===== src/rtl/adc_rd_pkg.sv =====
// Shared types for the serial ADC read controller.
// Assumes: a single clock domain and synchronous active-low reset in all users.
package adc_rd_pkg;

    // Controller sequence: idle, frame in flight, deselect gap
    typedef enum logic [1:0] {
        ST_IDLE = 2'd0,
        ST_XFER = 2'd1,
        ST_GAP  = 2'd2
    } rd_state_t;

endpackage


===== src/rtl/adc_tick_cnt.sv =====
// Free-running interval counter used for the serial clock half period and
// for the deselect gap. While run_i is high it raises tick_o once every
// LIMIT clocks, and the first tick comes LIMIT clocks after run_i rises.
// Assumes: LIMIT >= 1; the count restarts from zero whenever run_i is low.
module adc_tick_cnt #(
    parameter int unsigned LIMIT = 4
) (
    input  logic clk,
    input  logic rst_n,
    input  logic run_i,
    output logic tick_o
);
    localparam int unsigned CW = (LIMIT > 1) ? $clog2(LIMIT) : 1;
    localparam logic [CW-1:0] LAST = CW'(LIMIT - 1);

    logic [CW-1:0] cnt_q;

    // Count clocks while running; wrap at the interval end, clear when stopped
    always_ff @(posedge clk) begin
        if (!rst_n || !run_i) begin
            cnt_q <= '0;
        end else if (cnt_q == LAST) begin
            cnt_q <= '0;
        end else begin
            cnt_q <= cnt_q + 1'b1;
        end
    end

    assign tick_o = run_i && (cnt_q == LAST);

endmodule


===== src/rtl/adc_rx_shift.sv =====
// Receive shift register for one frame. Each smp_i pulse shifts bit_i in at
// the LSB end, so the first bit received ends up at the MSB. full_o is high
// once FRAME_W bits have been taken.
// Assumes: clr_i is held between frames; no more than FRAME_W samples per frame.
module adc_rx_shift #(
    parameter int unsigned FRAME_W = 24
) (
    input  logic               clk,
    input  logic               rst_n,
    input  logic               clr_i,
    input  logic               smp_i,
    input  logic               bit_i,
    output logic [FRAME_W-1:0] word_o,
    output logic               full_o
);
    localparam int unsigned BCW = $clog2(FRAME_W + 1);
    localparam logic [BCW-1:0] FULL_CNT = BCW'(FRAME_W);

    logic [FRAME_W-1:0] word_q;
    logic [BCW-1:0]     bits_q;

    // Shift in sampled bits and count them; clear between frames
    always_ff @(posedge clk) begin
        if (!rst_n || clr_i) begin
            word_q <= '0;
            bits_q <= '0;
        end else if (smp_i) begin
            word_q <= {word_q[FRAME_W-2:0], bit_i};
            bits_q <= bits_q + 1'b1;
        end
    end

    assign word_o = word_q;
    assign full_o = (bits_q == FULL_CNT);

    // the controller never asks for a 25th sample in a frame
    p_no_extra_sample_r3: assert property (@(posedge clk) disable iff (!rst_n)
        smp_i |-> !full_o);

endmodule


===== src/rtl/adc_rd_ctrl.sv =====
// Serial ADC read controller (top). A start request lowers the select line,
// produces PAD_W+RES_W serial clock periods in mode 0 (clock idles low,
// samples taken as the clock rises), drops the PAD_W padding bits and
// presents RES_W result bits with a one-cycle valid strobe. A deselect gap of
// GAP_CYC clocks plus one idle clock follows every frame, including aborted ones.
// Assumes: HALF_DIV chosen so that f_clk / (2*HALF_DIV) <= 4.8 MHz, and
// GAP_CYC system clocks span at least 50 ns.
module adc_rd_ctrl #(
    parameter int unsigned HALF_DIV = 11,
    parameter int unsigned GAP_CYC  = 5,
    parameter int unsigned RES_W    = 16,
    parameter int unsigned PAD_W    = 8
) (
    input  logic             clk,
    input  logic             rst_n,
    input  logic             start_i,
    input  logic             abort_i,
    input  logic             sdi_i,
    output logic             cs_n_o,
    output logic             sclk_o,
    output logic [RES_W-1:0] data_o,
    output logic             valid_o,
    output logic             frame_err_o,
    output logic             busy_o
);
    import adc_rd_pkg::*;

    localparam int unsigned FRAME_W = RES_W + PAD_W;
    localparam int unsigned RCW     = $clog2(FRAME_W + 1) + 1;
    localparam int unsigned HI_MAX  = GAP_CYC + 1;
    localparam int unsigned HCW     = $clog2(HI_MAX + 1) + 1;

    rd_state_t          state_q;
    logic               cs_n_q;
    logic               sclk_q;
    logic               valid_q;
    logic               err_q;
    logic [RES_W-1:0]   data_q;

    logic               half_tick;
    logic               gap_done;
    logic               smp;
    logic               rx_full;
    logic [FRAME_W-1:0] rx_word;

    // Serial clock half-period timer runs only during a frame
    adc_tick_cnt #(.LIMIT(HALF_DIV)) u_half (
        .clk    (clk),
        .rst_n  (rst_n),
        .run_i  (state_q == ST_XFER),
        .tick_o (half_tick)
    );

    // Deselect gap timer runs only in the gap state
    adc_tick_cnt #(.LIMIT(GAP_CYC)) u_gap (
        .clk    (clk),
        .rst_n  (rst_n),
        .run_i  (state_q == ST_GAP),
        .tick_o (gap_done)
    );

    // Sample on the tick that raises the serial clock, unless aborting
    assign smp = (state_q == ST_XFER) && half_tick && !sclk_q && !abort_i;

    adc_rx_shift #(.FRAME_W(FRAME_W)) u_rx (
        .clk    (clk),
        .rst_n  (rst_n),
        .clr_i  (state_q != ST_XFER),
        .smp_i  (smp),
        .bit_i  (sdi_i),
        .word_o (rx_word),
        .full_o (rx_full)
    );

    // Sequence control: select, serial clock, result capture and strobe
    always_ff @(posedge clk) begin
        if (!rst_n) begin
            state_q <= ST_IDLE;
            cs_n_q  <= 1'b1;
            sclk_q  <= 1'b0;
            valid_q <= 1'b0;
            err_q   <= 1'b0;
            data_q  <= '0;
        end else begin
            valid_q <= 1'b0;
            unique case (state_q)
                ST_IDLE: begin
                    if (start_i && !abort_i) begin
                        state_q <= ST_XFER;
                        cs_n_q  <= 1'b0;
                    end
                end
                ST_XFER: begin
                    if (abort_i) begin
                        state_q <= ST_GAP;
                        cs_n_q  <= 1'b1;
                        sclk_q  <= 1'b0;
                    end else if (half_tick) begin
                        if (sclk_q && rx_full) begin
                            state_q <= ST_GAP;
                            cs_n_q  <= 1'b1;
                            sclk_q  <= 1'b0;
                            valid_q <= 1'b1;
                            data_q  <= rx_word[RES_W-1:0];
                            err_q   <= |rx_word[FRAME_W-1:RES_W];
                        end else begin
                            sclk_q <= !sclk_q;
                        end
                    end
                end
                ST_GAP: begin
                    if (gap_done) begin
                        state_q <= ST_IDLE;
                    end
                end
                default: begin
                    state_q <= ST_IDLE;
                    cs_n_q  <= 1'b1;
                    sclk_q  <= 1'b0;
                end
            endcase
        end
    end

    assign cs_n_o      = cs_n_q;
    assign sclk_o      = sclk_q;
    assign valid_o     = valid_q;
    assign data_o      = data_q;
    assign frame_err_o = err_q;
    assign busy_o      = (state_q != ST_IDLE);

    // ---------------- checking logic ----------------
    logic           sclk_d;
    logic [RCW-1:0] rise_cnt;
    logic [HCW-1:0] hi_cnt;

    // Track previous serial clock level, rises per frame and select-high length
    always_ff @(posedge clk) begin
        if (!rst_n) begin
            sclk_d   <= 1'b0;
            rise_cnt <= '0;
            hi_cnt   <= HCW'(HI_MAX);
        end else begin
            sclk_d   <= sclk_q;
            rise_cnt <= cs_n_q ? '0 : rise_cnt + RCW'(sclk_q && !sclk_d);
            if (!cs_n_q) begin
                hi_cnt <= '0;
            end else if (hi_cnt != HCW'(HI_MAX)) begin
                hi_cnt <= hi_cnt + 1'b1;
            end
        end
    end

    // the serial clock is low whenever the converter is deselected
    p_sclk_idle_r3: assert property (@(posedge clk) disable iff (!rst_n)
        cs_n_q |-> !sclk_q);

    // a completed frame carried exactly FRAME_W rising edges
    p_frame_len_r3: assert property (@(posedge clk) disable iff (!rst_n)
        valid_q |-> (rise_cnt == RCW'(FRAME_W)));

    // a frame opens with the serial clock low
    p_open_low_r2: assert property (@(posedge clk) disable iff (!rst_n)
        $fell(cs_n_q) |-> !sclk_q);

    // the strobe comes with the deselect edge
    p_valid_cs_r5: assert property (@(posedge clk) disable iff (!rst_n)
        valid_q |-> $rose(cs_n_q));

    // the select line stayed high for the full deselect gap
    p_gap_r7: assert property (@(posedge clk) disable iff (!rst_n)
        $fell(cs_n_q) |-> (hi_cnt >= HCW'(HI_MAX)));

    // no frame can open while the gap is running
    p_gap_ignore_r8: assert property (@(posedge clk) disable iff (!rst_n)
        (state_q == ST_GAP) |=> cs_n_q);

    // an abort mid-frame deselects at once and gives no strobe
    p_abort_r9: assert property (@(posedge clk) disable iff (!rst_n)
        ((state_q == ST_XFER) && abort_i) |=> (cs_n_q && !sclk_q && !valid_q));

    // an abort while idle keeps the converter deselected
    p_idle_abort_r10: assert property (@(posedge clk) disable iff (!rst_n)
        ((state_q == ST_IDLE) && abort_i) |=> cs_n_q);

endmodule


===== config.mk =====
export PLATFORM = sky130hd
export DESIGN_NAME = adc_rd_ctrl
export DESIGN_NICKNAME = d
export VERILOG_FILES = /design/src/rtl/adc_rd_pkg.sv /design/src/rtl/adc_tick_cnt.sv /design/src/rtl/adc_rx_shift.sv /design/src/rtl/adc_rd_ctrl.sv
export SDC_FILE = /design/constraint.sdc
export NUM_CORES = 1
export LEC_CHECK = 0
export BUFFER_PORTS_ARGS = -buffer_cell sky130_fd_sc_hd__buf_2
export CAP_MARGIN = 20
export CELL_PAD_IN_SITES_DETAIL_PLACEMENT = 2
export CELL_PAD_IN_SITES_GLOBAL_PLACEMENT = 2
export CORE_ASPECT_RATIO = 0.75
export CORE_MARGIN = 5
export CORE_UTILIZATION = 30
export CTS_CLUSTER_SIZE = 10
export DETAILED_ROUTE_END_ITERATION = 6
export PLACE_DENSITY_LB_ADDON = 0.1
export SKIP_LAST_GASP = 1
export SLEW_MARGIN = 25
export SYNTH_ARGS = -nofsm -noshare
export SYNTH_HDL_FRONTEND = slang
export SYNTH_SLANG_ARGS = --single-unit

===== constraint.sdc =====
create_clock -name clk -period 2.6 [get_ports clk]
set_clock_uncertainty 0.1 [all_clocks]
set_input_delay 0.13 -clock clk [delete_from_list [all_inputs] [get_ports clk]]
set_output_delay 0.13 -clock clk [all_outputs]
set_load 0.005 [all_outputs]

### Word-level counts from Yosys, hierarchy flattened

Index checks and enable logic that the tools add are counted.

| storage, ports and cells | value |
|---|---|
| bits in registers | 58 |
| logic and storage cells | 71 |

| operators by class | value |
|---|---|
| mux-type cells | 16 |
| add/subtract/negate cells | 3 |
| reductions and logical operators | 26 |
| equality and inequality tests | 10 |
| bitwise gates (word level) | 6 |

Operators by type and width:

| operator | number |
|---|---|
| $reduce_and A4 Y1 | 3 |
| $mux W2 | 5 |
| $mux W1 | 8 |
| $reduce_or A8 Y1 | 1 |
| $logic_and A1 B1 Y1 | 7 |
| $ne A3 B3 Y1 const B | 2 |
| $not A1 Y1 | 6 |
| $pmux W2 S3 | 1 |
| $reduce_or A2 Y1 | 3 |
| $add A5 B1 Y5 const B | 1 |
| $eq A5 B5 Y1 const B | 1 |
| $logic_not A1 Y1 | 5 |
| $add A4 B1 Y4 const B | 1 |
| $eq A4 B4 Y1 const B | 1 |
| $ne A2 B2 Y1 const B | 2 |
| $reduce_or A4 Y1 | 1 |
| $add A3 B1 Y3 const B | 1 |
| $eq A3 B3 Y1 const B | 1 |
| $logic_or A1 B1 Y1 | 3 |
| $pmux W1 S3 | 1 |
| $eq A2 B1 Y1 const B | 1 |
| $eq A2 B2 Y1 const B | 1 |
| $logic_not A2 Y1 | 1 |
| $ne A2 B1 Y1 const B | 1 |
| 3 further kinds | 3 |

### Longest topological paths before layout

Gate-level depths: netlist of the first run.

| logic depth | value |
|---|---|
| depth after elaboration | 6 |
| depth in mapped cells | 8 |
| depth with buffers taken out | 5 |

### Cells and area by module

Synthesis of the first run repeated with hierarchy kept, for this count alone.

| second synthesis, totals | value |
|---|---|
| cell total of the unflattened synthesis | 244 |
| area, all modules | 2398.6 µm² |

By module, submodules not included:

| module | cells each | area an instance (µm²) | instances | seq. area each (µm²) |
|---|---|---|---|---|
| adc_rx_shift | 105 | 1156.1 | 1 | 580.6 |
| adc_rd_ctrl | 107 | 919.6 | 1 | 440.4 |
| adc_tick_cnt at u_half | 17 | 177.7 | 1 | 80.1 |
| adc_tick_cnt at u_gap | 15 | 145.1 | 1 | 60.1 |

### Worst setup path after synthesis of the first run

No wires, ideal clock.

| path | value |
|---|---|
| path type | register to register |
| from | register u_half.cnt_q[0] |
| to | register valid_q (netlist: valid_o) |
| path buffers | 3 |
| data arrival time | 1496 ps |
| setup slack | 889 ps |
| cell stages (with the launch flop) | 9 |
| path through | dfxtp_1 -> inv_1 -> ha_1 -> and3b_1 -> clkbuf_1 -> and4b_1 -> buf_4 -> buf_6 -> and2_1 |

| on the way | value |
|---|---|
| longest elaborated chain between the ends | 4 |

Ends and longest elaborated chain:

| what | RTL line | RTL |
|---|---|---|
| from (decl) | adc_tick_cnt.sv:16 | `logic [CW-1:0] cnt_q;` |
| from (signal assigned) | adc_tick_cnt.sv:25 | `cnt_q <= cnt_q + 1'b1;` |
| $eq A4 B4 Y1 | adc_tick_cnt.sv:29 | `assign tick_o = run_i && (cnt_q == LAST);` |
| $logic_and A1 B1 Y1 | adc_tick_cnt.sv:29 |  |
| $not A1 Y1 (no line) | -- |  |
| $reduce_or A4 Y1 (no line) | -- |  |
| to (signal assigned) | adc_rd_ctrl.sv:81 | `valid_q <= 1'b0;` |
| to (signal assigned) | adc_rd_ctrl.sv:85 | `valid_q <= 1'b0;` |
| to (signal assigned) | adc_rd_ctrl.sv:103 | `valid_q <= 1'b1;` |
| to (decl) | adc_rd_ctrl.sv:36 | `logic valid_q;` |

No other way between the ends.
A chain may end at the register's enable or synchronous reset.

### Worst setup path in the final report of the first run

| path | value |
|---|---|
| from | register state_q[0] |
| to | register u_rx.bits_q[3] |

| on the way | value |
|---|---|
| longest elaborated chain between the ends | 5 |

Ends and longest elaborated chain:

| what | RTL line | RTL |
|---|---|---|
| from (decl) | adc_rd_ctrl.sv:33 | `rd_state_t state_q;` |
| from (signal assigned) | adc_rd_ctrl.sv:78 | `state_q <= ST_IDLE;` |
| from (signal assigned) | adc_rd_ctrl.sv:89 | `state_q <= ST_XFER;` |
| from (signal assigned) | adc_rd_ctrl.sv:95 | `state_q <= ST_GAP;` |
| $eq A2 B1 Y1 | adc_rd_ctrl.sv:50, adc_rd_ctrl.sv:63 |  |
| $logic_and A1 B1 Y1 | adc_tick_cnt.sv:29 |  |
| $logic_and A1 B1 Y1 (3 in a row) | adc_rd_ctrl.sv:63 | `assign smp = (state_q == ST_XFER) && half_tick && !sclk_q && !abort_i;` |
| to (signal assigned) | adc_rx_shift.sv:29 | `bits_q <= bits_q + 1'b1;` |
| to (decl) | adc_rx_shift.sv:20 | `logic [BCW-1:0] bits_q;` |

Parallel ways exist; a longest one is shown, timed or not.

==> impl_metrics.yaml, run 1 <==
run_status:
  outcome: "complete, no violations"
clocking:
  cts-root-buf: "clkbuf_8"
  cts_buffers: 9
  clockBufferDepth: 2
  holdBufCountCts: 2
  cts-resized-gates: 0
  cts_tree: "built"
  cts.sinks: 58
  cts_setup_buffers: 0
  cts.clk_slew.worst_paths_ns: 0.07
  clk_latency_ns: 0.34
  htreeDepth: 3
worst_setup_path:
  timing.rr.start: "state_q[0]"
  arrival_ns: 2.19
  critPathLaunchType: "flop"
  worstSetupEndpointType: "flop"
  cp_data_required_time_ns: 2.78
  reg2reg_depth: 3
  r2r_end: "u_rx.bits_q[3]"
  crit_end: "u_rx.bits_q[3]"
  cp_max_fo: 32
  path_class: "reg -> reg"
  reg2reg_slack_ns: 0.59
  critPathLaunch: "state_q[0]"
finish:
  antennaDiodeCount: 0
  fin_util: 0.3646
  final_cell_mix: "58 x dfxtp_1, 35 x nand2_1, 30 x o21ai_0, 30 x a21oi_1, 30 x nand3_1"
  area_growth_pct: 18.68
  fill_cells: 882
  multiInputGateArea_mm2: 0.001119
  final_common_cell: "dfxtp_1"
  fin_nets: 311
  final_layout_size_suffix_gt1_frac: 0.1743
  seq_area_mm2: 0.001161
pwr:
  p_switching_w: 0.0004012
  p_leak_nw: 0.9859
  clock_power_share: 0.478
  seqPwrFrac: 0.492
  powerDensity_mw_per_mm2: 638.8
  swShare: 0.2195
  comb_power_share: 0.029
  p_int_w: 0.001427
  ir_drop_v: 0.0002858
  power.total_w: 0.001828
floorplanning:
  rows: 28
  ios: 26
  core_area_mm2: 0.007848
  die_area_mm2: 0.009948
  initial_core_util: 0.3072
  die_y_um: 87.64
  die_x_um: 113.5
global_routing:
  grt_pass1_wl_mm: 10.85
  grtUsageMet2: 0.2170
  grt_antenna_before_repair: 0
  grt-busiest-layer: "met2"
  overflow: 0
  gr-usage-met1: 0.1734
  grt_usage: 0.1383
  grt_pass1_vias: 2169
  grt_max_degree: 41
  met3_usage: 0.04696
timing:
  layout_min_cycle_time_ns: 2.013
  rsz0062_at_grt: "false"
  finalSetupViolCount: 0
  max_freq_mhz: 496.7
  slew_headroom: 0.5899
  finalHoldViolations: 0
  fin_crit_sh: 0.7743
  whs_ns: 0.09144
  tightest_slew_ns: 0.6134
  final.setup.worst_slack_ns: 0.5867
  maxSlewViolCount: 0
  fin_tns_setup_ns: 0
synthesis:
  synth_area_mm2: 0.002411
  ys_seq_area_frac: 0.4816
  synth_cell_types: 33
  synth_fp_nets: 287
  syn_inst: 276
  synth_edf_count: 0
  ys_ff_latch: 58
  synth-main-ff-cell: "dfxtp_1"
  synth_area_per_cell_um2: 8.736
  synth_warnings: 0
  async_flop_share: 0
routing:
  routed_wl_mm: 6.252
  final_antenna_net_count: 0
  vias_per_cell: 4.968
  vias: 2032
  first_pass_iters: 4
  drc: 0
  wl_per_cell_um: 15.29
  drt-initial-drc-count: 66
place:
  gp_congestion: 0.7150
  dpl.hpwl_mm: 4.139
  portBuffers: 25
  dp_slack_ns: 0.5680
run:
  maxCapViolCount: 0
hold_path:
  min_path_type: "in -> reg"
-- state kept, by name, indices dropped and copies added, names as in the netlist, 2 cells and up --
signal and cells:
u_rx.word_o 24, data_o 16, u_rx.bits_q 5, u_half.cnt_q 4
u_gap.cnt_q 3, state_q 2
-- cells in the mapped netlist (2+ instances only) --
cell | number | share of area
o31ai_1 | 3 | 0.0093
a21oi_1 | 30 | 0.062
mux2i_1 | 17 | 0.071
ha_1 | 6 | 0.031
buf_2 | 4 | 0.0083
nor2_1 | 8 | 0.012
and3b_1 | 2 | 0.0073
nand3_1 | 30 | 0.062
nand3b_1 | 2 | 0.0062
a31oi_1 | 2 | 0.0052
dfxtp_1 | 58 | 0.48
clkbuf_1 | 17 | 0.026
inv_1 | 7 | 0.011
buf_6 | 2 | 0.0093
and2_1 | 2 | 0.0052
o21ai_0 | 30 | 0.062
nand2_1 | 35 | 0.054
xnor2_1 | 2 | 0.0073
or4_1 | 5 | 0.016
-- worst max-delay path: stages (launching register included) --
cell and delay (ns):
dfxtp_1 0.48, or4b_4 0.68, or4_1 0.53, a21oi_1 0.16
-- area by class of cell --
| cell class | instances | area share |
|---|---|---|
| Sequential cell | 58 | 0.4058 |
| Multi-Input combinational cell | 187 | 0.3909 |
| Timing Repair Buffer | 37 | 0.07696 |
| Clock buffer | 13 | 0.05903 |
| Tap cell | 105 | 0.04591 |
| Clock inverter | 2 | 0.01224 |
| Inverter | 7 | 0.009182 |
-- per-layer routing --
| layer | share of wire | vias up |
|---|---|---|
| li1 | - | 1013 |
| met1 | 0.49 | 977 |
| met2 | 0.45 | 33 |
| met3 | 0.047 | 9 |
| met4 | 0.015 | 0 |
| met5 | 0 | - |
-- how the worst min path moves through the flow --
stage | start | end | cells past startpoint
global route | abort_i | state_q[0] | 3
detailed placement | sdi_i | u_rx.word_o[0] | 3
floorplan | sdi_i | u_rx.word_o[0] | 2
finish | abort_i | state_q[0] | 3
global placement | sdi_i | u_rx.word_o[0] | 3
CTS | abort_i | state_q[0] | 3
-- through the flow --
step	instances	instance area (um^2)
after floorplan	276	2411
final	409	2861
after detailed placement	392	2638
after global routing	409	2861
after CTS	409	2861
after global placement	392	2638
-- power groups by stage --
stage / clock network, W / logic (W) / registers (W)
final: 0.000874 / 0.0000539 / 0.000900
after global routing: 0.000957 / 0.0000608 / 0.000900
after CTS: 0.000914 / 0.0000557 / 0.000899
after detailed placement: 0 / 0.0000532 / 0.000920
after global placement: 0 / 0.0000529 / 0.000919
after floorplan: 0 / 0.0000372 / 0.000915
-- kinds of logic (layout without fill, tap and decap cells) --
logic type / Yosys count / count (layout) / share of synthesized area
AOI/OAI and AO/OA: 67 / 67 / 0.1469
buffers and inverters: 31 / 59 / 0.05812
xor gates and xnor gates: 3 / 3 / 0.01090
adders and majority gates: 6 / 6 / 0.03114
muxes: 17 / 17 / 0.07057
DFF: 58 / 58 / 0.4816
and+or+nand+nor: 94 / 94 / 0.2008
Power figures use the tool's default switching activity.
==> run 2: changes to the inputs <==
==> constraint.sdc (replaced) <==
create_clock -name clk -period 1.7 [get_ports clk]
set_clock_uncertainty 0.1 [all_clocks]
set_input_delay 0.085 -clock clk [delete_from_list [all_inputs] [get_ports clk]]
set_output_delay 0.085 -clock clk [all_outputs]
set_load 0.005 [all_outputs]
==> run 2 against run 1 <==
  * Die area is the same
  * Combinational power grew 97%
  * Cell count grew 3.7%
  * Via count grew 3.7%
  * Sequential cell count is the same
  * Sequential power grew 52%
  * Register-to-register slack lost 0.58 ns
  * Maximum frequency grew 19%
  * Design area grew 5.1%
  * Clock power grew 48%
==> impl_metrics.yaml, run 2 (synthesis results as in run 1) <==
routing:
  drt-initial-drc-count: 94
  vias_per_cell: 4.972
  first_pass_iters: 4
  drc: 0
  final_antenna_net_count: 0
  routed_wl_mm: 6.628
  wl_per_cell_um: 15.63
  vias: 2108
timing:
  max_freq_mhz: 590.7
  slew_headroom: 0.7042
  rsz0062_at_grt: "true"
  finalHoldViolations: 0
  maxSlewViolCount: 0
  layout_min_cycle_time_ns: 1.693
  fin_tns_setup_ns: 0
  fin_crit_sh: 0.9958
  finalSetupViolCount: 0
  tightest_slew_ns: 0.4424
  final.setup.worst_slack_ns: 0.007139
finish:
  final_common_cell: "dfxtp_1"
  stdcell_area_mm2: 0.003007
  final_layout_size_suffix_gt1_frac: 0.2445
  final_cell_mix: "55 x dfxtp_1, 35 x nand2_1, 30 x nand3_1"
  fin_util: 0.3831
  area_growth_pct: 24.70
  fin_nets: 325
  antennaDiodeCount: 0
  largest_reg_flops: 24
worst_setup_path:
  critPathLaunchType: "flop"
  arrival_ns: 1.86
  critical_path.cell_chain: "or4b_4 -> or4_1 -> a21oi_2"
  cpPeakStageDelay_ns: 0.57
  path_class: "reg -> reg"
  cp_slowest_cell: "or4b_4"
  cp_max_fo: 6
  cp_data_required_time_ns: 1.87
  worstSetupEndpointType: "flop"
place:
  dpl_cell_area_mm2: 0.002740
  dpl.hpwl_mm: 4.498
  gp_congestion: 0.7255
  dp_slack_ns: -0.001009
  portBuffers: 25
pwr:
  clock_power_share: 0.466
  swShare: 0.2204
  p_switching_w: 0.0006101
  p_int_w: 0.002158
  powerDensity_mw_per_mm2: 920.6
  p_leak_nw: 1.058
  seqPwrFrac: 0.496
  power.total_w: 0.002768
  ir_drop_v: 0.0003062
  comb_power_share: 0.038
floorplanning:
  die_x_um: 113.5
  die_y_um: 87.64
  core_area_mm2: 0.007848
  initial_core_util: 0.3072
  rows: 28
  ios: 26
  die_area_mm2: 0.009948
clocking:
  cts_tree: "built"
  clk_latency_ns: 0.33
  cts.sinks: 58
  cts-root-buf: "clkbuf_8"
  clockBufferDepth: 2
  cts.clk_slew.worst_paths_ns: 0.06
  htreeDepth: 3
  cts_buffers: 9
global_routing:
  grt_usage: 0.1435
  grt_antenna_before_repair: 0
  overflow: 0
  grt_pass1_vias: 2297
  grt_max_degree: 41
  grt_pass1_wl_mm: 11.27
run_status:
  outcome: "complete, no violations"
hold_path:
  min_path_type: "in -> reg"
run:
  maxCapViolCount: 0
==> run 2: cell count changes in the layout (fill, tap and decap cells not counted), sizes merged <==
cell / delta
clkinvlp: +1
clkbuf: -2
buf: +14
clkinv: +2
==> run 2: final cells by class <==
class / instances / area [um^2]
clock inverters: 5 / 52.55
well taps: 105 / 131.4
repair buffers: 51 / 346.6
fillers: 909 / 4841
clock buffers: 11 / 151.4
flip-flops and latches: 58 / 1165
multi-input cells: 187 / 1134
inverters: 7 / 26.28
==> run 2: critical path, delay by kind of cell, from the launching register on <==
kind,cells,cell delay [ns]
flops,1,0.31
simple gates,2,1.07
compound gates,1,0.14
==> run 2: stage by stage <==
step,hold slack [ns],std cells
2_1_floorplan,0.1327,276
3_3_place_gp,0.2477,404
3_5_place_dp,0.2566,404
4_1_cts,0.03218,422
5_1_grt,0.05590,424
6_report,0.04540,424
==> run 2: metal layers <==
layer  track usage  vias to the layer above  routed length, um
li1              -                     1037                  -
met1        0.1878                     1038               3338
met2        0.2277                       25               2991
met3       0.04006                        8                215
met5             0                        -                  0
met4       0.05240                        0                 82
==> run 2: worst paths after layout <==
kind | from | endpoint | cells past startpoint | slack (ns)
worst min register to register | data_o[15] | data_o[15] | 2 | 0.36
worst max register to register | sclk_o | u_rx.bits_q[4] | 3 | 0.007
worst min-delay path | abort_i | state_q[0] | 3 | 0.05
worst max-delay path | sclk_o | u_rx.bits_q[4] | 3 | 0.007
==> run 2: power by group through the flow <==
stage	clock network (W)	logic, W	registers [W]
finish	0.00129	0.000106	0.00137
global route	0.00141	0.000118	0.00137
CTS	0.00135	0.000108	0.00137
detailed placement	0	0.000103	0.00140
global placement	0	0.000104	0.00140
floorplan	0	0.0000569	0.00140
==> run 2: what timing repair did <==
item / CTS / global route
setup endpoints to repair: 2 / 23
cloned: 0 / 1
setup buffers: 0 / 1
hold buffers: 2 / 0
endpoints found under the hold margin: 2 / 0
resized for setup: 1 / 13
pin swaps: 0 / 1
